==> config.mk <==
export PLATFORM = sky130hd
export DESIGN_NAME = cs_prio_decoder
export DESIGN_NICKNAME = d
export VERILOG_FILES = /design/src/rtl/cs_pkg.sv /design/src/rtl/cs_range_bank.sv /design/src/rtl/cs_map_reg.sv /design/src/rtl/cs_prio_pick.sv /design/src/rtl/cs_prio_decoder.sv
export SDC_FILE = /design/constraint.sdc
export NUM_CORES = 1
export LEC_CHECK = 0
export BUFFER_PORTS_ARGS = -buffer_cell sky130_fd_sc_hd__buf_2
export CAP_MARGIN = 20
export CORE_UTILIZATION = 33
export CTS_BUF_LIST = sky130_fd_sc_hd__clkbuf_4
export CTS_CLUSTER_DIAMETER = 40
export DETAILED_ROUTE_END_ITERATION = 8
export PLACE_DENSITY = 0.74
export SLEW_MARGIN = 20
export SYNTH_ARGS = -nofsm -noshare
export SYNTH_HDL_FRONTEND = slang
export SYNTH_SLANG_ARGS = --single-unit
==> constraint.sdc <==
create_clock -name clk -period 1.2 [get_ports clk]
set_input_delay 0.06 -clock clk [delete_from_list [all_inputs] [get_ports clk]]
set_output_delay 0.06 -clock clk [all_outputs]
set_load 0.01 [all_outputs]
==> src/rtl/cs_pkg.sv <==
package cs_pkg;

  typedef logic [7:0] cs_map_t;

  // inclusive range test
  function automatic logic f_in_rng(input int unsigned a, input int unsigned lo,
                                    input int unsigned hi);
    return (a >= lo) && (a <= hi);
  endfunction

  // class enables from strobes and mapping bits
  function automatic logic f_en_sram(input cs_map_t m, input logic p, input logic r,
                                     input logic w);
    return w | r | (p & m[0]);
  endfunction

  function automatic logic f_en_io(input logic r, input logic w);
    return w | r;
  endfunction

  function automatic logic f_en_sec(input cs_map_t m, input logic p, input logic r,
                                    input logic w);
    return w | (r & m[3]) | (p & m[1]);
  endfunction

  function automatic logic f_en_pri(input cs_map_t m, input logic p, input logic r,
                                    input logic w);
    return w | (r & m[4]) | (p & m[2]);
  endfunction

endpackage

==> src/rtl/cs_range_bank.sv <==
module cs_range_bank #(
  parameter int AW = 16,
  parameter int N  = 4,
  parameter logic [N*AW-1:0] LO = '0,
  parameter logic [N*AW-1:0] HI = '0
) (
  input  logic [AW-1:0] addr,
  output logic [N-1:0]  hit
);
  import cs_pkg::*;

  for (genvar i = 0; i < N; i++) begin : g_rng
    localparam logic [AW-1:0] RLO = LO[i*AW +: AW];
    localparam logic [AW-1:0] RHI = HI[i*AW +: AW];
    assign hit[i] = f_in_rng(int'(addr), int'(RLO), int'(RHI));
  end

endmodule

==> src/rtl/cs_map_reg.sv <==
module cs_map_reg #(
  parameter logic [7:0] RST_VAL = 8'h0C
) (
  input  logic       clk,
  input  logic       rst_n,
  input  logic       ld,
  input  logic [7:0] wdata,
  output logic [7:0] map_q
);

  always_ff @(posedge clk or negedge rst_n) begin
    if (!rst_n)  map_q <= RST_VAL;
    else if (ld) map_q <= wdata;
  end

  AST_MAP_LOAD: assert property (@(posedge clk) disable iff (!rst_n)
    ld |=> (map_q == $past(wdata)));
  AST_MAP_HOLD: assert property (@(posedge clk) disable iff (!rst_n)
    !ld |=> $stable(map_q));

endmodule

==> src/rtl/cs_prio_pick.sv <==
module cs_prio_pick #(
  parameter int NP = 8,
  parameter int NS = 4
) (
  input  logic          clk,
  input  logic          rst_n,
  input  logic [2:0]    l1_hit,   // bit0 SRAM, bit1 I/O, bit2 peripheral
  input  logic [NS-1:0] sec_hit,
  input  logic [NP-1:0] pri_hit,
  input  logic          en_sram,
  input  logic          en_io,
  input  logic          en_sec,
  input  logic          en_pri,
  output logic [2:0]    sel_l1,
  output logic [NS-1:0] sel_sec,
  output logic [NP-1:0] sel_pri,
  output logic          l1_any,
  output logic          sec_any
);

  logic [2:0]    l1_q;
  logic [NS-1:0] sec_q;
  logic [NP-1:0] pri_q;
  logic          pri_any;

  assign l1_q    = l1_hit & {en_io, en_io, en_sram};
  assign sec_q   = en_sec ? sec_hit : '0;
  assign pri_q   = en_pri ? pri_hit : '0;
  assign l1_any  = |l1_q;
  assign sec_any = |sec_q;
  assign pri_any = |pri_q;

  // lowest index wins inside a tier so the outputs stay one-hot
  always_comb begin
    sel_l1  = '0;
    sel_sec = '0;
    sel_pri = '0;
    if (l1_any) begin
      for (int i = 2; i >= 0; i--) if (l1_q[i]) sel_l1 = 3'(1 << i);
    end else if (sec_any) begin
      for (int i = NS - 1; i >= 0; i--) if (sec_q[i]) sel_sec = NS'(1 << i);
    end else if (pri_any) begin
      for (int i = NP - 1; i >= 0; i--) if (pri_q[i]) sel_pri = NP'(1 << i);
    end
  end

  AST_L1_OVER_LOWER: assert property (@(posedge clk) disable iff (!rst_n)
    l1_any |-> (sel_sec == '0 && sel_pri == '0));
  AST_SEC_OVER_PRI: assert property (@(posedge clk) disable iff (!rst_n)
    sec_any |-> (sel_pri == '0));
  AST_ONE_SELECT: assert property (@(posedge clk) disable iff (!rst_n)
    $onehot0({sel_l1, sel_sec, sel_pri}));

endmodule

==> src/rtl/cs_prio_decoder.sv <==
module cs_prio_decoder #(
  parameter int AW = 16,
  parameter int NP = 8,
  parameter int NS = 4,
  parameter logic [NP*AW-1:0] PRI_LO = {16'h7000, 16'h6000, 16'h5000, 16'h4000,
                                        16'h2000, 16'h0000, 16'hC000, 16'h8000},
  parameter logic [NP*AW-1:0] PRI_HI = {16'h7FFF, 16'h6FFF, 16'h5FFF, 16'h4FFF,
                                        16'h3FFF, 16'h1FFF, 16'hFFFF, 16'hBFFF},
  parameter logic [NS*AW-1:0] SEC_LO = {16'hF000, 16'h2000, 16'hE000, 16'h8000},
  parameter logic [NS*AW-1:0] SEC_HI = {16'hF7FF, 16'h27FF, 16'hEFFF, 16'h9FFF},
  parameter logic [AW-1:0] SRAM_LO = 16'h8000,
  parameter logic [AW-1:0] SRAM_HI = 16'h87FF,
  parameter logic [AW-1:0] IO_LO   = 16'h7F00,
  parameter logic [AW-1:0] IO_HI   = 16'h7FFF,
  parameter logic [AW-1:0] PER_LO  = 16'h7E00,
  parameter logic [AW-1:0] PER_HI  = 16'h7EFF,
  parameter logic [AW-1:0] MAP_OFS = 16'h0000,
  parameter logic [7:0]    MAP_RST = 8'h0C
) (
  input  logic          clk,
  input  logic          rst_n,
  input  logic [AW-1:0] bus_addr,
  input  logic          prog_stb,
  input  logic          rd_stb,
  input  logic          wr_stb,
  input  logic [7:0]    wr_data,
  output logic [NP-1:0] pri_cs,
  output logic [NS-1:0] sec_cs,
  output logic          sram_cs,
  output logic          io_cs,
  output logic          per_cs
);
  import cs_pkg::*;

  localparam logic [AW-1:0]   MAP_ADDR = IO_LO + MAP_OFS;
  localparam logic [3*AW-1:0] L1_LO    = {PER_LO, IO_LO, SRAM_LO};
  localparam logic [3*AW-1:0] L1_HI    = {PER_HI, IO_HI, SRAM_HI};

  cs_map_t       map_q;
  logic          map_ld;
  logic [2:0]    l1_hit, sel_l1;
  logic [NS-1:0] sec_hit;
  logic [NP-1:0] pri_hit;
  logic          en_sram, en_io, en_sec, en_pri;
  logic          l1_any, sec_any;

  assign map_ld = wr_stb && (bus_addr == MAP_ADDR);

  cs_map_reg #(.RST_VAL(MAP_RST)) i_map (
    .clk(clk), .rst_n(rst_n), .ld(map_ld), .wdata(wr_data), .map_q(map_q));

  cs_range_bank #(.AW(AW), .N(3), .LO(L1_LO), .HI(L1_HI)) i_l1 (
    .addr(bus_addr), .hit(l1_hit));
  cs_range_bank #(.AW(AW), .N(NS), .LO(SEC_LO), .HI(SEC_HI)) i_sec (
    .addr(bus_addr), .hit(sec_hit));
  cs_range_bank #(.AW(AW), .N(NP), .LO(PRI_LO), .HI(PRI_HI)) i_pri (
    .addr(bus_addr), .hit(pri_hit));

  assign en_sram = f_en_sram(map_q, prog_stb, rd_stb, wr_stb);
  assign en_io   = f_en_io(rd_stb, wr_stb);
  assign en_sec  = f_en_sec(map_q, prog_stb, rd_stb, wr_stb);
  assign en_pri  = f_en_pri(map_q, prog_stb, rd_stb, wr_stb);

  cs_prio_pick #(.NP(NP), .NS(NS)) i_pick (
    .clk(clk), .rst_n(rst_n),
    .l1_hit(l1_hit), .sec_hit(sec_hit), .pri_hit(pri_hit),
    .en_sram(en_sram), .en_io(en_io), .en_sec(en_sec), .en_pri(en_pri),
    .sel_l1(sel_l1), .sel_sec(sec_cs), .sel_pri(pri_cs),
    .l1_any(l1_any), .sec_any(sec_any));

  assign sram_cs = sel_l1[0];
  assign io_cs   = sel_l1[1];
  assign per_cs  = sel_l1[2];

  AST_IDLE_QUIET: assert property (@(posedge clk) disable iff (!rst_n)
    !(prog_stb | rd_stb | wr_stb) |-> ({pri_cs, sec_cs, sram_cs, io_cs, per_cs} == '0));
  AST_PRI_PROG_GATE: assert property (@(posedge clk) disable iff (!rst_n)
    (prog_stb && !rd_stb && !wr_stb && !map_q[2]) |-> (pri_cs == '0));
  AST_IO_NOT_ON_PROG: assert property (@(posedge clk) disable iff (!rst_n)
    (prog_stb && !rd_stb && !wr_stb) |-> !(io_cs || per_cs));
  AST_WRITE_OPENS: assert property (@(posedge clk) disable iff (!rst_n)
    (wr_stb && (|pri_hit || |sec_hit || |l1_hit))
      |-> ({pri_cs, sec_cs, sram_cs, io_cs, per_cs} != '0));

endmodule

==> out/summary.md <==
The run finished, with violations left. Max-cap violations in this run came to 0. The layout has 112 filler cells. After clock tree synthesis, the clock-pin slew on the worst setup and hold paths is 0.04 ns.

Entering global routing, the biggest net connects 10 pins. The tools report the end of the worst register-to-register path as i_map.map_q[1]. The first detailed-routing pass took 3 iterations. In this run, synthesis produced a sequential element count of 5. The run gives 13 as the floorplan row count.

The detailed-route vias per instance is 5.19. The share of flip-flops with an asynchronous set or reset is 100%. For the worst setup path, the data arrival time is 1.44 ns. Setup violations remaining at the end of the flow were counted as 12. Buffers inserted during clock tree synthesis total 3. Each instance of the synthesized netlist takes up on average 8.62 um2. The run gives 607 as the number of global-route vias before repair. The run gives 53 as the post-synthesis cell count. The clock net in this run drives a total of 5 sinks. The area of the multi-input gates was 432 um2; the last weighted congestion value of the routability-driven placer was 0.670. The number of cells on the worst reg-to-reg path is 2.

The number of nets handed over by synthesis was 82. The sequential cell area was 128 um2. The leakage power of the design was 0.000482 uW; the count of antenna diodes in the layout was 0. For the worst clock skew, the log shows 0 ns. The worst min-delay path category was primary input to register.

Combinational cells account for 32.3% of the total power. The proportion of layout cells with a drive suffix above 1 came out at 70.5%. Count of yosys warnings during synthesis: 0. The peak per-stage delay on the critical path was 0.39 ns. For this run, the share of the core covered by cells in the final layout is 73.2%. Wire length of the first global-routing pass: 2.37 mm. The maximum fanout count along the critical path is 3, and the actual slew at the worst max-slew pin is 0.368 ns. Launch point of the critical path: i_map.map_q[3].

Once detailed placement completed, the half-perimeter wirelength came to 1.18 mm. The logs give 0.24 ns for the clock latency of the later-clocked register in the worst-skew pair and 0 for the number of antenna violations at the first check in global routing. Counting flops per register, the top entry is i_map.map_q.

For this run, design rule violations remaining after detail routing come to 0. The clock network is responsible for 37.7% of the overall power. The horizontal extent of the die is 39.2 um.

The count of nets left with antenna violations once routing finished came out at 0. The logs give 2 for the largest buffer count on any clock path and 0.0530 ns for the worst hold slack. Setup repair after global routing could not meet its margin everywhere. The cell at the root of the clock tree was sky130_fd_sc_hd__clkbuf_4. STA classifies the critical path startpoint as a register. For the overall global routing resource usage, the log shows 22.8%.

The most used flip-flop cell after synthesis is sky130_fd_sc_hd__dfrtp_1. Net switching is 27.6% of the power. The number of max-slew violations in the final report was 0. For the final routed database, the setup TNS stands at -2.97 ns. IR analysis of the VDD net gives a maximum drop of 575 uV. The logs give 1.65 mm for the post-detailed-routing wire length and 457 um2 for the post-synth design cell area. The run gives 156 uW as the power dissipated by switching net loads. TritonCTS built the clock tree. The critical path is of the register to output pin type.

Count of final hold-check violations: 0. Period utilization: 125%. For the placed instance count, the log shows 120. The final reports fail on setup timing.

The area growth from synthesis to layout is 108%. Number of flops mapped to enable cells by yosys: 0. The flip-flop count of the largest register after layout came out at 5.

Traced cell by cell, the critical path runs through a221o_1, a311oi_1, buf_2. For this run, the number of standard cells in the final layout without fillers is 127. Measured against its own limit, the worst slew margin works out to 75.4%.

Once the floorplan was initialized, standard cells occupied 35.1% of the core. Sorting the synthesized cells by area gives the leading types as sky130_fd_sc_hd__dfrtp_1 16%, sky130_fd_sc_hd__mux2_2 12%, sky130_fd_sc_hd__dfstp_2 12%. The slowest stage cell on the critical path is sky130_fd_sc_hd__a221o_1. The logs give 142 for the number of nets in the layout and 667 MHz for the timing-limited maximum frequency. In this run the standard cell core region covers 0.00130 mm2. By count the netlist is led by 7 x sky130_fd_sc_hd__nor2_1, 6 x sky130_fd_sc_hd__nand2_1, 5 x sky130_fd_sc_hd__mux2_2.

For the worst setup path, the data required time is 1.14 ns. The run gives 27 as the count of unique library cells instantiated by Yosys. The routed layout has 659 vias. The worst hold path was traced through 2 stages. The floorplan step defined a die boundary enclosing 0.00154 mm2.

In this run the biggest area consumer among cell types represents 16.4% of the synthesized area. The cell with the most instances after synthesis was sky130_fd_sc_hd__nor2_1. Floorplan die height: 39.2 um. The completed layout was analyzed and its total power is 566 uW. Total of buffers placed on input and output ports: 40. In this run the critical register-to-register path is launched from i_map.map_q[1]. The total congestion overflow after global routing came out at 0.

The biggest area consumer among synthesized cells is sky130_fd_sc_hd__dfrtp_1. The logs give -0.300 ns for the setup slack of the critical path after layout and 30.0% for the power share of the sequential group. In the final layout, the registers with the most flip-flops are i_map.map_q (5). Kind of end point of the critical path: an output pin. The detailed router finished its first iteration with 9 violations.

The smallest clock period supported by the final layout is computed as 1.50 ns. The internal power of the cells totals 410 uW. Termination of the worst setup path: pri_cs[1].

Setup slack on the worst reg-to-reg path comes out at 0.31 ns. The routed wire length per instance came out at 13.0 um. The areal power density over the cells is 594 mW/mm2, and the share of synthesized area occupied by flip-flops and latches is 27.9%.

The logs give 1 for the deepest level of the CTS H-tree and 44 for the count of boundary I/O pins.
[worst min-delay path by stage]
stage / start / to
2_1_floorplan: rst_n / i_map.map_q[0]
3_3_place_gp: rst_n / i_map.map_q[0]
6_report: wr_data[4] / i_map.map_q[4]
4_1_cts: wr_data[4] / i_map.map_q[4]
5_1_grt: wr_data[0] / i_map.map_q[0]
3_5_place_dp: rst_n / i_map.map_q[0]
[metrics by stage]
step | worst slack, ns | instance area [um2]
after detailed placement | -0.254 | 806
after global placement | -0.159 | 806
final | -0.300 | 952
after global routing | -0.378 | 952
after CTS | -0.359 | 896
after floorplan | -0.0500 | 504
[area by class of cell]
cell class,instances,area share (%)
well taps,15,1.97
flip-flops and latches,5,13.4
repair buffers,56,35.7
multi-input cells,46,45.3
inverters,1,0.394
clock buffers,4,3.15
[metal layers]
layer	share of wire (%)	global-route usage, %	vias up
li1	-	-	325
met1	38	21.8	303
met2	55	47.1	27
met3	4.1	2.89	4
met4	1.9	8.62	0
met5	0	0	-
[critical path: cells and delay by family, from the launching register on]
family / cells / cell delay (ns)
compound gates: 2 / 0.67
flops: 1 / 0.36
buf+inv: 1 / 0.17
[power by group through the flow]
stage | Combinational [uW] | Clock, uW | Sequential [uW]
global placement | 152 | 0 | 172
finish | 182 | 213 | 170
detailed placement | 155 | 0 | 172
global route | 197 | 237 | 169
floorplan | 57.9 | 0 | 172
CTS | 168 | 228 | 170
[timing repair]
item | CTS | global route
gates cloned | 0 | 0
pin swaps | 11 | 4
setup endpoints to repair | 13 | 18
endpoints found under the hold margin | 5 | 0
hold buffers | 1 | 0
setup buffers | 2 | 1
resized for setup | 6 | 10
[cell families (layout without fill, tap and decap cells)]
family / Yosys count / after routing / share of synthesized area (%)
AO/OA/AOI/OAI: 7 / 7 / 13.2
buffers and inverters: 2 / 61 / 2.47
flip-flops: 5 / 5 / 27.9
multiplexers: 5 / 5 / 12.3
AND/OR/NAND/NOR: 34 / 34 / 44.1
[placed cells by master, fill, tap and decap left out, types with 2 or more instances in the layout]
cell type / n
sky130_fd_sc_hd__buf_2: 39
sky130_fd_sc_hd__buf_4: 12
sky130_fd_sc_hd__nor2_1: 7
sky130_fd_sc_hd__nand2_1: 6
sky130_fd_sc_hd__mux2_4: 5
sky130_fd_sc_hd__clkbuf_4: 4
sky130_fd_sc_hd__buf_6: 4
sky130_fd_sc_hd__nor3_4: 3
sky130_fd_sc_hd__dfrtp_1: 3
sky130_fd_sc_hd__or2_4: 2
sky130_fd_sc_hd__a221oi_4: 2
sky130_fd_sc_hd__nor3b_1: 2
sky130_fd_sc_hd__nor3_1: 2
sky130_fd_sc_hd__dfstp_2: 2
Note: power is estimated with default switching activity, not from simulation.
